## config.mk

```make
export PLATFORM = sky130hd
export DESIGN_NAME = lpd_fetch_predecode
export DESIGN_NICKNAME = d
export VERILOG_FILES = /design/src/rtl/lpd_pkg.sv /design/src/rtl/lpd_way_decoder.sv /design/src/rtl/lpd_onehot_mux.sv /design/src/rtl/lpd_fetch_predecode.sv
export SDC_FILE = /design/constraint.sdc
export NUM_CORES = 1
export LEC_CHECK = 0
export ABC_AREA = 1
export BUFFER_PORTS_ARGS = -buffer_cell sky130_fd_sc_hd__buf_2
export CORE_ASPECT_RATIO = 0.7
export CORE_MARGIN = 10
export CORE_UTILIZATION = 36
export CTS_CLUSTER_DIAMETER = 150
export DETAILED_ROUTE_END_ITERATION = 10
export GPL_TIMING_DRIVEN = 0
export PLACE_DENSITY = 0.77
export SETUP_SLACK_MARGIN = 0.05
export SYNTH_ARGS = -nofsm -noshare
export SYNTH_HDL_FRONTEND = slang
export SYNTH_SLANG_ARGS = --single-unit
```

## constraint.sdc

```tcl
create_clock -name clk -period 0.8 [get_ports clk]
set_input_delay 0.04 -clock clk [delete_from_list [all_inputs] [get_ports clk]]
set_output_delay 0.04 -clock clk [all_outputs]
set_load 0.005 [all_outputs]
```

## src/rtl/lpd_pkg.sv

```systemverilog
package lpd_pkg;
  localparam int INSN_W     = 32;
  localparam int BASE_W     = 4;
  localparam int OFS_W      = 12;
  localparam int MODE_W     = 4;
  localparam int COND_HI    = 31;
  localparam int COND_LO    = 28;
  localparam int CLASS_HI   = 27;
  localparam int CLASS_LO   = 26;
  localparam int REGOFS_BIT = 25;
  localparam int MODE_HI    = 24;
  localparam int MODE_LO    = 21;
  localparam int LOAD_BIT   = 20;
  localparam int BASE_HI    = 19;
  localparam int BASE_LO    = 16;
  localparam int OFS_HI     = 11;
  localparam logic [3:0] COND_ALWAYS = 4'b1110;
  localparam logic [1:0] CLASS_XFER  = 2'b01;

  typedef struct packed {
    logic [INSN_W-1:0] word;
    logic              cand;
    logic [BASE_W-1:0] base;
    logic [OFS_W-1:0]  ofs;
    logic [MODE_W-1:0] mode;
  } pd_res_t;

  localparam int RES_W = $bits(pd_res_t);
endpackage

```

## src/rtl/lpd_way_decoder.sv

```systemverilog
module lpd_way_decoder
  import lpd_pkg::*;
(
  input  logic [INSN_W-1:0] word_i,
  output pd_res_t           res_o
);
  logic cond_ok, class_ok, imm_form, is_load;

  always_comb begin
    cond_ok  = (word_i[COND_HI:COND_LO] == COND_ALWAYS);
    class_ok = (word_i[CLASS_HI:CLASS_LO] == CLASS_XFER);
    imm_form = ~word_i[REGOFS_BIT];
    is_load  = word_i[LOAD_BIT];
    res_o.word = word_i;
    res_o.cand = cond_ok & class_ok & imm_form & is_load;
    res_o.base = word_i[BASE_HI:BASE_LO];
    res_o.ofs  = word_i[OFS_HI:0];
    res_o.mode = word_i[MODE_HI:MODE_LO];
  end
endmodule

```

## src/rtl/lpd_onehot_mux.sv

```systemverilog
module lpd_onehot_mux #(
  parameter int WIDTH = 8,
  parameter int NUM   = 4
) (
  input  logic [NUM*WIDTH-1:0] in_i,
  input  logic [NUM-1:0]       sel_i,
  output logic [WIDTH-1:0]     out_o
);
  always_comb begin
    out_o = '0;
    for (int i = 0; i < NUM; i++) begin
      out_o = out_o | (in_i[i*WIDTH +: WIDTH] & {WIDTH{sel_i[i]}});
    end
  end
endmodule

```

## src/rtl/lpd_fetch_predecode.sv

```systemverilog
module lpd_fetch_predecode
  import lpd_pkg::*;
#(
  parameter int WAYS = 4,
  parameter int PC_W = 32
) (
  input  logic                   clk,
  input  logic                   rst,
  input  logic                   fetch_valid_i,
  input  logic [PC_W-1:0]        fetch_pc_i,
  input  logic [WAYS*INSN_W-1:0] way_words_i,
  input  logic [WAYS-1:0]        tag_hit_i,
  output logic                   iq_valid_o,
  output logic [INSN_W-1:0]      iq_insn_o,
  output logic [PC_W-1:0]        iq_pc_o,
  output logic                   elq_push_o,
  output logic [BASE_W-1:0]      elq_base_o,
  output logic [OFS_W-1:0]       elq_offset_o,
  output logic [MODE_W-1:0]      elq_mode_o
);
  localparam int FLAT_W = WAYS * RES_W;

  logic [FLAT_W-1:0] way_res_flat;
  logic [RES_W-1:0]  sel_bits;
  pd_res_t           sel_res;
  logic              hit_ok, push_d;

  for (genvar w = 0; w < WAYS; w++) begin : g_way
    pd_res_t r;
    lpd_way_decoder u_dec (
      .word_i (way_words_i[w*INSN_W +: INSN_W]),
      .res_o  (r)
    );
    assign way_res_flat[w*RES_W +: RES_W] = r;
  end

  lpd_onehot_mux #(.WIDTH(RES_W), .NUM(WAYS)) u_sel (
    .in_i  (way_res_flat),
    .sel_i (tag_hit_i),
    .out_o (sel_bits)
  );

  assign sel_res = pd_res_t'(sel_bits);
  assign hit_ok  = fetch_valid_i & (|tag_hit_i);
  assign push_d  = hit_ok & sel_res.cand;

  always_ff @(posedge clk) begin
    if (rst) begin
      iq_valid_o   <= 1'b0;
      iq_insn_o    <= '0;
      iq_pc_o      <= '0;
      elq_push_o   <= 1'b0;
      elq_base_o   <= '0;
      elq_offset_o <= '0;
      elq_mode_o   <= '0;
    end else begin
      iq_valid_o   <= hit_ok;
      iq_insn_o    <= hit_ok ? sel_res.word : '0;
      iq_pc_o      <= hit_ok ? fetch_pc_i : '0;
      elq_push_o   <= push_d;
      elq_base_o   <= push_d ? sel_res.base : '0;
      elq_offset_o <= push_d ? sel_res.ofs  : '0;
      elq_mode_o   <= push_d ? sel_res.mode : '0;
    end
  end

  AST_HIT_ONEHOT: assert property (@(posedge clk) disable iff (rst)
    fetch_valid_i |-> $onehot0(tag_hit_i));

  AST_NO_PUSH_ON_MISS: assert property (@(posedge clk) disable iff (rst)
    (!fetch_valid_i || tag_hit_i == '0) |=> (!elq_push_o && !iq_valid_o));

  AST_PUSH_NEEDS_IQ: assert property (@(posedge clk) disable iff (rst)
    elq_push_o |-> iq_valid_o);

  AST_PUSH_FORM_OK: assert property (@(posedge clk) disable iff (rst)
    elq_push_o |-> (iq_insn_o[COND_HI:COND_LO] == COND_ALWAYS && !iq_insn_o[REGOFS_BIT]));

  AST_FIELDS_MATCH_WORD: assert property (@(posedge clk) disable iff (rst)
    elq_push_o |-> (elq_base_o == iq_insn_o[BASE_HI:BASE_LO] &&
                    elq_offset_o == iq_insn_o[OFS_HI:0]));

  AST_FIELDS_IDLE_ZERO: assert property (@(posedge clk) disable iff (rst)
    !elq_push_o |-> (elq_base_o == '0 && elq_offset_o == '0 && elq_mode_o == '0));

  AST_PC_FOLLOWS: assert property (@(posedge clk) disable iff (rst)
    (fetch_valid_i && tag_hit_i != '0) |=> (iq_pc_o == $past(fetch_pc_i)));
endmodule

```

==> impl_metrics.json <==
{
  "grt_max_degree": 16,
  "finalHoldViolCount": 0,
  "final_util_pct": 67.1,
  "met2_usage_pct": 37.2,
  "crit_path_start_kind": "register",
  "dr.pass1.iters": 4,
  "cp.required_ps": 760,
  "syn2layout_area_growth_pct": 78.2,
  "wl_per_cell_um": 16.7,
  "use_met1_pct": 22.2,
  "powerDensity_nw_per_um2": 1790,
  "cts_buffers": 9,
  "synthCells": 443,
  "status": "finished, violations left",
  "core_area_um2": 8620,
  "dpl.hpwl_mm": 11.0,
  "ys_seq_area_share_pct": 53.0,
  "synth_most_common_cell": "nand2_1",
  "synth.area.mux_share_pct": 0,
  "path_cells": "buf_6",
  "fin_cells": 873,
  "grt_pass1_wl_mm": 21.7,
  "p_total_uw": 10300,
  "async_flop_share_pct": 0,
  "synth_top_family_by_area": "simple AND/OR/NAND/NOR gates",
  "critPathMaxFanout": 1,
  "synth_compound_area_share_pct": 8.67,
  "relSlewSlack_pct": 79.1,
  "critPathArrivalTime_ps": 780,
  "ys_types": 16,
  "via_per_inst": 4.51,
  "io_pins": 253,
  "nets": 913,
  "fin_ws_ps": -24.7,
  "postSynthAreaPerCell_um2": 7.33,
  "path_buf_inv": 1,
  "synth_edf_count": 0,
  "grt_antenna_before_repair": 2,
  "fin_crit_ps": 825,
  "ant_nets": 0,
  "cts-htree-levels": 3,
  "ys_warn_count": 0,
  "synth_top_area_share_pct": 53.0,
  "synthFlopType": "dfxtp_1",
  "die_h_um": 99.4,
  "clock_path_buffers": 2,
  "cts-root-buf": "clkbuf_16",
  "syn_area_um2": 3250,
  "die_area_um2": 13300,
  "cp_slowest_cell": "dfxtp_2",
  "cts_sinks": 86,
  "die_x_um": 133,
  "n_fill_cell": 718,
  "drc_errors": 0,
  "worstSetupPathType": "register to output port",
  "maxCapViolCount": 0,
  "drt_iter0_drc": 217,
  "row_count": 28,
  "synthTopCellsByArea": "dfxtp_1, nand2_1, nor2_1",
  "vdd_drop_max_mv": 1.21,
  "slew_violations": 0,
  "syn_nets": 610,
  "fmax_ghz": 1.21,
  "clk_pin_slew_ps": 60,
  "drive_gt1_share_pct": 46.6,
  "grt_busiest_layer": "met2",
  "gp_congestion": 0.929,
  "routed_wirelength_mm": 14.6,
  "synth_top_area_cell": "dfxtp_1",
  "hold_path_class": "primary input to register",
  "use_met3_pct": 6.93,
  "io_buffers": 252,
  "ys_ff_latch": 86,
  "cp_top_family": "flip-flops",
  "power.leakage_uw": 0.00333,
  "vias": 3940,
  "first_global_vias": 4132,
  "cts_tree": "done",
  "synth_adder_area_share_pct": 0,
  "placed_cells": 815,
  "cp-end-kind": "output port",
  "start_util_pct": 37.7,
  "track_usage_pct": 20.6,
  "failed_checks": "negative setup slack",
  "rsz0062_at_grt": "true",
  "yosys.area_share.simple_pct": 27.3,
  "max_stage_delay_ps": 350,
  "synth_common_cells": "nand2_1, nor2_1, dfxtp_1",
  "fin_crit_sh_pct": 103,
  "synth_xor_area_share_pct": 0,
  "worst_pin_slew_ps": 314,
  "setup_violations": 5,
  "grt-ovfl-total": 0
}
sequential cells by signal, indices dropped and copies added, names as in the netlist:
name          flops
elq_base_o        4
elq_mode_o        4
elq_offset_o     12
elq_push_o        1
iq_insn_o        32
iq_pc_o          32
iq_valid_o        1
layout by cell type, fill, tap and decap left out, types with 2 or more instances in the layout:
cell and n:
inv_2 3, nand2_1 134, inv_1 62, buf_6 41
o21ai_0 4, buf_4 4, nand3_1 4, inv_6 2
clkbuf_4 3, a21oi_2 2, dfxtp_1 52, a22o_1 16
dlygate4sd3_1 34, nand4_1 4, buf_2 226, clkinvlp_4 2
o21ai_1 10, clkbuf_16 9, diode_2 2, o21ai_2 2
buf_12 2, dfxtp_2 34, nor2_4 9, clkinv_2 2
nor2_2 4, nor2_1 74, o22ai_1 4
tightest hold or removal path: stages:
cell and delay (ps):
buf_2 80, nand2_1 40, nand2_1 60, o21ai_2 60, inv_1 40
power breakdown:
part           switching, uW  internal (uW)
logic                    796            896
registers               55.3           4460
clock network           1690           2430
repair_timing:
| action | in CTS | in global routing |
|---|---|---|
| gates cloned | 0 | 1 |
| hold buffers | 35 | 0 |
| setup endpoints to repair | 100 | 118 |
| gates resized for setup | 16 | 118 |
| hold endpoints to repair | 34 | 0 |
| pin swaps | 0 | 9 |
| buffers inserted | 0 | 4 |
cells by family (layout without fill, tap and decap cells):
group	count (synthesis)	count (layout)
buffers and inverters	86	394
AO/OA/AOI/OAI	40	40
flip-flops	86	86
other	0	2
AND/OR/NAND/NOR	231	231
layout make-up:
class                      count  area, um2  share of cell area [%]
clock inverter                 7       72.6                    1.25
antenna                        2       5.00                  0.0865
timing repair buffer         292       1870                    32.3
sequential                    86       1760                    30.5
buffer                        20        185                    3.20
clock buffer                   9        225                    3.89
multi-input combinational    271       1260                    21.8
tap                          120        150                    2.60
inverter                      66        253                    4.37
final timing paths:
| kind | startpoint | endpoint | cells past startpoint |
|---|---|---|---|
| max | iq_insn_o[18] | iq_insn_o[18] | 1 |
| min | way_words_i[102] | iq_insn_o[6] | 5 |
metal layers:
metal,wire length (um),vias to the layer above
met4,299,0
li1,-,1938
met5,0,-
met3,1540,24
met2,7510,198
met1,5240,1780
stage by stage:
stage	instance area, um2	hold slack (ps)	setup slack (ps)	setup TNS, ps
floorplan	3260	152	57.5	0
global placement	4670	253	-338	-20190
detailed placement	4670	258	-319	-20770
CTS	5370	15.0	-23.9	-266
global route	5780	32.5	-41.5	-1280
finish	5780	22.3	-24.7	-35.1
(Power assumes the default switching activity.)
